## src/rtl/rng_pkg.sv

```systemverilog
package rng_pkg;

  typedef enum logic {
    ST_OFF     = 1'b0,
    ST_CAPTURE = 1'b1
  } rng_state_e;

endpackage

```

## src/rtl/rng_clkdiv.sv

```systemverilog
module rng_clkdiv #(
  parameter int DIV_W = 8
) (
  input  logic             clk,
  input  logic             rst_n,
  input  logic             enable,
  input  logic             idle,
  input  logic             div_wr,
  input  logic [DIV_W-1:0] div_wdata,
  output logic [DIV_W-1:0] div_q,
  output logic             tick
);

  logic [DIV_W-1:0] cnt_q;
  logic             wr_ok;

  function automatic logic [DIV_W-1:0] next_phase(input logic [DIV_W-1:0] c,
                                                  input logic [DIV_W-1:0] lim);
    return (c == lim) ? '0 : c + DIV_W'(1);
  endfunction

  assign wr_ok = enable && idle && div_wr;
  assign tick  = !idle && (cnt_q == div_q);

  always_ff @(posedge clk or negedge rst_n) begin
    if (!rst_n) begin
      div_q <= '0;
    end else if (wr_ok) begin
      div_q <= div_wdata;
    end
  end

  always_ff @(posedge clk or negedge rst_n) begin
    if (!rst_n) begin
      cnt_q <= '0;
    end else if (idle) begin
      cnt_q <= '0;
    end else begin
      cnt_q <= next_phase(cnt_q, div_q);
    end
  end

endmodule

```

## src/rtl/rng_decim.sv

```systemverilog
module rng_decim #(
  parameter int DEC_W = 2
) (
  input  logic             clk,
  input  logic             rst_n,
  input  logic             clr,
  input  logic             step,
  input  logic [DEC_W-1:0] dec_code,
  output logic             keep
);

  logic [DEC_W-1:0] grp_q;

  function automatic logic group_last(input logic [DEC_W-1:0] c,
                                      input logic [DEC_W-1:0] d);
    return c == d;
  endfunction

  assign keep = step && group_last(grp_q, dec_code);

  always_ff @(posedge clk or negedge rst_n) begin
    if (!rst_n) begin
      grp_q <= '0;
    end else if (clr) begin
      grp_q <= '0;
    end else if (step) begin
      grp_q <= group_last(grp_q, dec_code) ? '0 : grp_q + DEC_W'(1);
    end
  end

endmodule

```

## src/rtl/rng_shift.sv

```systemverilog
module rng_shift #(
  parameter int WORD_W = 32
) (
  input  logic              clk,
  input  logic              rst_n,
  input  logic              clr,
  input  logic              keep,
  input  logic              bit_in,
  input  logic              rd_stb,
  output logic [WORD_W-1:0] word_q,
  output logic              rdy_q,
  output logic              word_done
);

  localparam int CNT_W = $clog2(WORD_W);
  localparam logic [CNT_W-1:0] LAST_BIT = CNT_W'(WORD_W - 1);

  logic [CNT_W-1:0] bits_q;

  function automatic logic [WORD_W-1:0] shift_in(input logic [WORD_W-1:0] w,
                                                 input logic b);
    return {w[WORD_W-2:0], b};
  endfunction

  assign word_done = keep && (bits_q == LAST_BIT);

  always_ff @(posedge clk or negedge rst_n) begin
    if (!rst_n) begin
      word_q <= '0;
      bits_q <= '0;
      rdy_q  <= 1'b0;
    end else if (clr) begin
      word_q <= '0;
      bits_q <= '0;
      rdy_q  <= 1'b0;
    end else if (rdy_q) begin
      if (rd_stb) begin
        rdy_q <= 1'b0;
      end
    end else if (keep) begin
      word_q <= shift_in(word_q, bit_in);
      if (word_done) begin
        bits_q <= '0;
        rdy_q  <= 1'b1;
      end else begin
        bits_q <= bits_q + CNT_W'(1);
      end
    end
  end

endmodule

```

## src/rtl/rng_capture.sv

```systemverilog
module rng_capture
  import rng_pkg::*;
#(
  parameter int WORD_W = 32,
  parameter int DIV_W  = 8,
  parameter int DEC_W  = 2
) (
  input  logic              clk,
  input  logic              rst_n,
  input  logic              enable,
  input  logic              run_req,
  input  logic              div_wr,
  input  logic [DIV_W-1:0]  div_wdata,
  input  logic [DEC_W-1:0]  dec_code,
  input  logic              noise_in,
  input  logic              rd_stb,
  output logic [WORD_W-1:0] cap_word,
  output logic              rdy_irq,
  output logic [DIV_W-1:0]  div_value
);

  rng_state_e state_q;
  logic       idle;
  logic       tick;
  logic       step;
  logic       keep;
  logic       word_done;

  assign idle = (state_q == ST_OFF);

  always_ff @(posedge clk or negedge rst_n) begin
    if (!rst_n) begin
      state_q <= ST_OFF;
    end else begin
      state_q <= (enable && run_req) ? ST_CAPTURE : ST_OFF;
    end
  end

  rng_clkdiv #(.DIV_W(DIV_W)) u_div (
    .clk      (clk),
    .rst_n    (rst_n),
    .enable   (enable),
    .idle     (idle),
    .div_wr   (div_wr),
    .div_wdata(div_wdata),
    .div_q    (div_value),
    .tick     (tick)
  );

  assign step = tick && !rdy_irq;

  rng_decim #(.DEC_W(DEC_W)) u_dec (
    .clk     (clk),
    .rst_n   (rst_n),
    .clr     (idle),
    .step    (step),
    .dec_code(dec_code),
    .keep    (keep)
  );

  rng_shift #(.WORD_W(WORD_W)) u_shf (
    .clk      (clk),
    .rst_n    (rst_n),
    .clr      (idle),
    .keep     (keep),
    .bit_in   (noise_in),
    .rd_stb   (rd_stb),
    .word_q   (cap_word),
    .rdy_q    (rdy_irq),
    .word_done(word_done)
  );

endmodule


```

## config.mk

```make
export PLATFORM = sky130hd
export DESIGN_NAME = rng_capture
export DESIGN_NICKNAME = d
export VERILOG_FILES = /design/src/rtl/rng_pkg.sv /design/src/rtl/rng_clkdiv.sv /design/src/rtl/rng_decim.sv /design/src/rtl/rng_shift.sv /design/src/rtl/rng_capture.sv
export SDC_FILE = /design/constraint.sdc
export NUM_CORES = 1
export LEC_CHECK = 0
export BUFFER_PORTS_ARGS = -buffer_cell sky130_fd_sc_hd__buf_2
export CAP_MARGIN = 20
export CORE_ASPECT_RATIO = 1.25
export CORE_MARGIN = 5
export CORE_UTILIZATION = 45
export CTS_BUF_LIST = sky130_fd_sc_hd__clkbuf_4
export DETAILED_ROUTE_END_ITERATION = 7
export PLACE_DENSITY = 0.64
export RECOVER_POWER = 100
export SLEW_MARGIN = 10
export SYNTH_ARGS = -nofsm -noshare
export SYNTH_HDL_FRONTEND = slang
export SYNTH_SLANG_ARGS = --single-unit
```

## constraint.sdc

```tcl
create_clock -name clk -period 2.4 [get_ports clk]
set_input_delay 0.12 -clock clk [delete_from_list [all_inputs] [get_ports clk]]
set_output_delay 0.12 -clock clk [all_outputs]
set_load 0.03 [all_outputs]
```

Word level (Yosys, flattened, before mapping)
Index checks and enable logic that the tools add are counted.
W data, S select, Z words.
{"block": "totals", "latch_bits": 0, "romBits": 0, "memories": 0, "ff_bits": 57, "ramBits": 0, "wordCells": 44, "output_inout_bits": 41}
{"block": "op_classes", "n_reduce_logical": 9, "n_mul": 0, "addsub": 3, "muxes": 18, "magnitude_cmp": 0, "bitwise_logic": 1, "n_shift": 0, "n_eq_ne": 6, "div": 0}
{"operator": "$mux W32", "count": 3}
{"operator": "$mux W5", "count": 4}
{"operator": "$mux W8", "count": 2}
{"operator": "$add A8 B1 Y8 const B", "count": 1}
{"operator": "$eq A8 B8 Y1", "count": 1}
{"operator": "$logic_and A1 B1 Y1", "count": 7}
{"operator": "$mux W1", "count": 6}
{"operator": "$mux W2", "count": 3}
{"operator": "$add A5 B1 Y5 const B", "count": 1}
{"operator": "$eq A5 B5 Y1 const B", "count": 1}
{"operator": "$ne A2 B1 Y1 const B", "count": 2}
{"operator": "$add A2 B1 Y2 const B", "count": 1}
{"operator": "$eq A2 B2 Y1", "count": 1}
{"operator": "$ne A2 B2 Y1 const B", "count": 1}
{"operator": "$reduce_and A2 Y1", "count": 1}
{"operator": "$logic_not A1 Y1", "count": 1}
{"operator": "$not A1 Y1", "count": 1}

Depth between registers and ports, before layout
{"block": "logic_depth", "word_depth": 9, "ltp_mapped": 7, "mapped_depth_nobuf": 7}

Hierarchy
From an unflattened synthesis, not the netlist that was laid out.
{"block": "unflattened", "hier_cells": 254, "area_unflattened_um2": 2581.2}
{"module": "rng_shift", "seq_area_each_um2": 950.9, "cells_each": 174, "area_each_um2": 1595.3, "instances": 1}
{"module": "rng_clkdiv", "seq_area_each_um2": 400.4, "cells_each": 62, "area_each_um2": 805.8, "instances": 1}
{"module": "rng_decim", "seq_area_each_um2": 50.0, "cells_each": 14, "area_each_um2": 131.4, "instances": 1}
{"module": "rng_capture", "seq_area_each_um2": 25.0, "cells_each": 4, "area_each_um2": 48.8, "instances": 1}

Worst setup path before layout
Ideal clock, no wire load.
{"block": "synth_path", "path_type": "register to register", "start": "reg u_div.div_q[1]", "end": "reg u_shf.word_q[15]", "setup_ns": 0.079, "arrival_time_ns": 1.716, "synth_period_minus_slack_ns": 1.796, "slack_ns": 0.604, "stages_incl_launch_ff": 8, "path_cell_list": "dfrtp_1 -> xnor2_1 -> and3_1 -> and4_4 -> buf_6 -> buf_8 -> buf_12 -> mux2i_1"}
{"block": "synth_between", "elab_chain_len": 6}
{"item": "from (decl)", "line": "rng_clkdiv.sv:10", "source": "output logic [DIV_W-1:0] div_q,"}
{"item": "from (signal assigned)", "line": "rng_clkdiv.sv:29", "source": "div_q <= div_wdata;"}
{"item": "$eq A8 B8 Y1", "line": "rng_clkdiv.sv:23", "source": "assign tick = !idle && (cnt_q == div_q);"}
{"item": "$logic_and A1 B1 Y1", "line": "rng_clkdiv.sv:23"}
{"item": "$logic_and A1 B1 Y1", "line": "rng_capture.sv:50", "source": "assign step = tick && !rdy_irq;"}
{"item": "$logic_and A1 B1 Y1", "line": "rng_decim.sv:19", "source": "assign keep = step && group_last(grp_q, dec_code);"}
{"item": "$ne A2 B1 Y1 (no line)"}
{"item": "$reduce_and A2 Y1 (no line)"}
{"item": "to (signal assigned)", "line": "rng_shift.sv:41", "source": "word_q <= shift_in(word_q, bit_in);"}
{"item": "to (decl)", "line": "rng_shift.sv:10", "source": "output logic [WORD_W-1:0] word_q,"}
No other way between the ends.
A chain may end at the register's enable or synchronous reset.

Worst setup path after layout
{"block": "layout_path", "start": "reg state_q", "end": "reg u_div.div_q[1]"}
{"block": "layout_between", "elab_chain_len": 3}
{"item": "from (decl)", "line": "rng_capture.sv:22", "source": "rng_state_e state_q;"}
{"item": "from (signal assigned)", "line": "rng_capture.sv:35", "source": "state_q <= (enable && run_req) ? ST_CAPTURE : ST_OFF;"}
{"item": "$not A1 Y1", "line": "rng_capture.sv:29", "source": "assign idle = (state_q == ST_OFF);"}
{"item": "$logic_and A1 B1 Y1 (2 in a row)", "line": "rng_clkdiv.sv:22", "source": "assign wr_ok = enable && idle && div_wr;"}
No other way between the ends.

==> flow_metrics.tcl <==
set metrics [dict create \
    drtAntennaViolNets 0 \
    clk-insertion-delay-late_ns 0.38 \
    die_area_um2 7429 \
    ios 58 \
    yosysTopAreaCellShare_pct 54.68 \
    cts_sinks 57 \
    cp.arrival_ns 2.27 \
    grt_pass1_vias 1890 \
    drt_iter0_drc 79 \
    synthCells 221 \
    setup_slack_ns 0.4066 \
    tns_ns 0 \
    crit_type "reg2reg" \
    relSlewSlack_pct -3.212 \
    pre_cts_ws_ns 0.5076 \
    crit_family "simple AND/OR/NAND/NOR gates" \
    rows 31 \
    routedWlPerCell_um 14.33 \
    cp_num_buf_inv 1 \
    p_switching_w 0.0005197 \
    fin_skew_ns 0.007191 \
    synth-edff-count 0 \
    grt_pass1_wl_um 8735 \
    clkPwrFrac_pct 38.2 \
    status "finished, violations left" \
    yosysTopAreaCell "dfrtp_1" \
    crit_path_start_kind "flop" \
    setup_violations 0 \
    grt_max_degree 49 \
    critPathMaxFanout 48 \
    clk_pin_slew_ns 0.10 \
    gr-total-overflow 0 \
    cp_data_required_time_ns 2.67 \
    violations "capacitance limit, slew limit" \
    synthToLayoutAreaGrowth_pct 20.86 \
    swShare_pct 25.95 \
    drc 0 \
    synthTopCellsByArea "dfrtp_1 (55%), mux2i_1 (13%), nand2_1 (5.8%)" \
    post-cts-setup-buffers 0 \
    ys_ff_latch 57 \
    worst_pin_slew_ns 1.548 \
    cts_tree "built" \
    synth_ff_type "dfrtp_1" \
    async_flop_share_pct 100.0 \
    syn_avg_cell_area_um2 11.80 \
    dieWidth_um 78.10 \
    vias_per_cell 5.046 \
    finalHoldViolations 0 \
    hpwl_um 3677 \
    yosysUniqueCellTypes 32 \
    yosys_warnings 0 \
    hp-class "in2reg" \
    cts_resized 0 \
    num_antenna_cells 0 \
    yosysMostFrequentCell "dfrtp_1" \
    max_stage_delay_ns 0.59 \
    die_h_um 95.13 \
    htreeDepth 3 \
    totalWireLength_um 5246 \
    worst_path_max_delay_cell "nand3b_1" \
    cts_made_buffers 9 \
    power.leakage_nw 1.327 \
    yosys-top-cells-count "dfrtp_1 (57), nand2_1 (40), mux2i_1 (35), nor2_1 (11), xnor2_1 (9)" \
    port_buffers 57 \
    power_frac_seq_pct 50.7 \
    worstSetupEndpointType "flop" \
    post-route-min-period_ns 1.993 \
    grt_usage_pct 15.05 \
    drive_gt1_share_pct 15.00 \
    first_pass_iters 4 \
    powerDensity_nw_per_um2 635.1 \
    max_freq_mhz 501.6 \
    cp_cell_sequence "clkbuf_2, nand3b_1, mux2_2" \
    ys_seq_area_share_pct 54.68 \
    fin_nets 315 \
    synth_fp_nets 241 \
    antenna_found_initial 0 \
    rsz0062_at_grt "no" \
    place.gp.congestion 0.7843 \
    root_buffer "clkbuf_4" \
    cap_violations 1 \
    vias 1847 \
    fill_cells 517 \
    clockBufferDepth 2 \
    period_share_pct 83.06 \
    intPower_w 0.001483 \
    ir_worst_vdd_mv 0.5359 \
    syn_area_um2 2609 \
    drv_slew 28 \
    power_frac_comb_pct 11.1 \
    core-area_um2 5702 \
    start_util_pct 45.75 \
]
-- logic make-up (layout without fill, tap and decap cells) --
| logic type | Yosys count | in the layout | share of synthesized area (%) |
|---|---|---|---|
| AND/OR/NAND/NOR | 78 | 78 | 14.15 |
| flip-flops | 57 | 57 | 54.68 |
| multiplexers | 43 | 43 | 16.88 |
| XOR/XNOR | 16 | 16 | 5.372 |
| buffers and inverters | 13 | 92 | 3.981 |
| AO/OA/AOI/OAI | 11 | 11 | 3.501 |
| adder cells (fa/ha/maj) | 3 | 3 | 1.439 |
-- per-stage QoR --
| stage | hold WS (ns) | std cells | utilization [%] | area, µm² | total power (W) |
|---|---|---|---|---|---|
| 2_1_floorplan | -0.1756 | 221 | - | 2609 | 0.001165 |
| 3_3_place_gp | 0.1876 | 338 | 51.55 | 2939 | 0.001248 |
| 3_5_place_dp | 0.1800 | 338 | 51.55 | 2939 | 0.001252 |
| 4_1_cts | 0.04376 | 366 | 56.33 | 3212 | 0.002038 |
| 5_1_grt | 0.05483 | 366 | 55.30 | 3153 | 0.002102 |
| 6_report | 0.05993 | 366 | 55.30 | 3153 | 0.002003 |
-- power groups by stage --
| stage | clock [W] | combinational, W | sequential (W) |
|---|---|---|---|
| 2_1_floorplan | 0 | 0.0000877 | 0.00108 |
| 3_3_place_gp | 0 | 0.000215 | 0.00103 |
| 3_5_place_dp | 0 | 0.000218 | 0.00103 |
| 4_1_cts | 0.000789 | 0.000234 | 0.00102 |
| 5_1_grt | 0.000835 | 0.000246 | 0.00102 |
| 6_report | 0.000765 | 0.000222 | 0.00102 |
-- cells in the final DEF, fill, tap and decap left out, types with 3 or more instances in the layout --
master         instances
xor2_1                 7
nand4_1                3
nor2_1                11
clkbuf_4               9
nand2_1               40
buf_2                 15
inv_1                  3
xnor2_1                9
mux2_2                 8
clkbuf_1              43
dlygate4sd3_1         12
nand3_1                8
mux2i_1               35
dfrtp_1               57
ha_1                   3
and3_1                 4
-- area by class of cell --
class	count	area, µm²	share of cell area, %
inverter	3	11.26	0.3571
clock inverter	7	85.08	2.698
multi-input combinational	151	1079	34.21
tap	66	82.58	2.619
clock buffer	9	67.56	2.143
sequential	57	1426	45.24
timing repair buffer	73	401.6	12.74
-- state kept, by name, summed over array words and instances (netlist names) --
name and flops:
u_dec.grp_q 2, u_shf.bits_q 5, u_div.cnt_q 8, u_div.div_q 8, u_shf.rdy_q 1, state_q 1
u_shf.word_q 32
-- metal layers --
| metal | up-vias | wire, µm | part of all wire (%) | track usage [%] |
|---|---|---|---|---|
| met5 | - | 0 | 0 | 0 |
| met4 | 0 | 99 | 1.9 | 6.338 |
| met3 | 9 | 279 | 5.3 | 4.348 |
| met2 | 44 | 2602 | 50 | 25.35 |
| met1 | 874 | 2264 | 43 | 17.94 |
| li1 | 920 | - | - | - |
-- worst min-delay path, delay by kind of cell --
family | cells | cell delay, ns
buffers and inverters | 1 | 0.10
AOI/OAI and AO/OA | 1 | 0.11
and+or+nand+nor | 1 | 0.10
-- final timing paths --
kind                             startpoint          endpoint  slack, ns  cells past startpoint
max in group asynchronous             rst_n    u_div.div_q[1]       0.85                      2
max reg2reg                         state_q    u_div.div_q[1]       0.41                      3
max                                 state_q    u_div.div_q[1]       0.41                      3
min reg2reg                u_shf.word_q[31]  u_shf.word_q[31]       0.55                      2
min in group asynchronous             rst_n  u_shf.word_q[24]       0.65                      2
min                                  rd_stb       u_shf.rdy_q       0.06                      3
-- repair_timing --
action / in CTS / in global routing
hold endpoints to repair: 37 / 0
endpoints found under the setup margin: 0 / 0
hold buffers: 12 / 0
No activity file was read; power rests on OpenSTA's default activity.
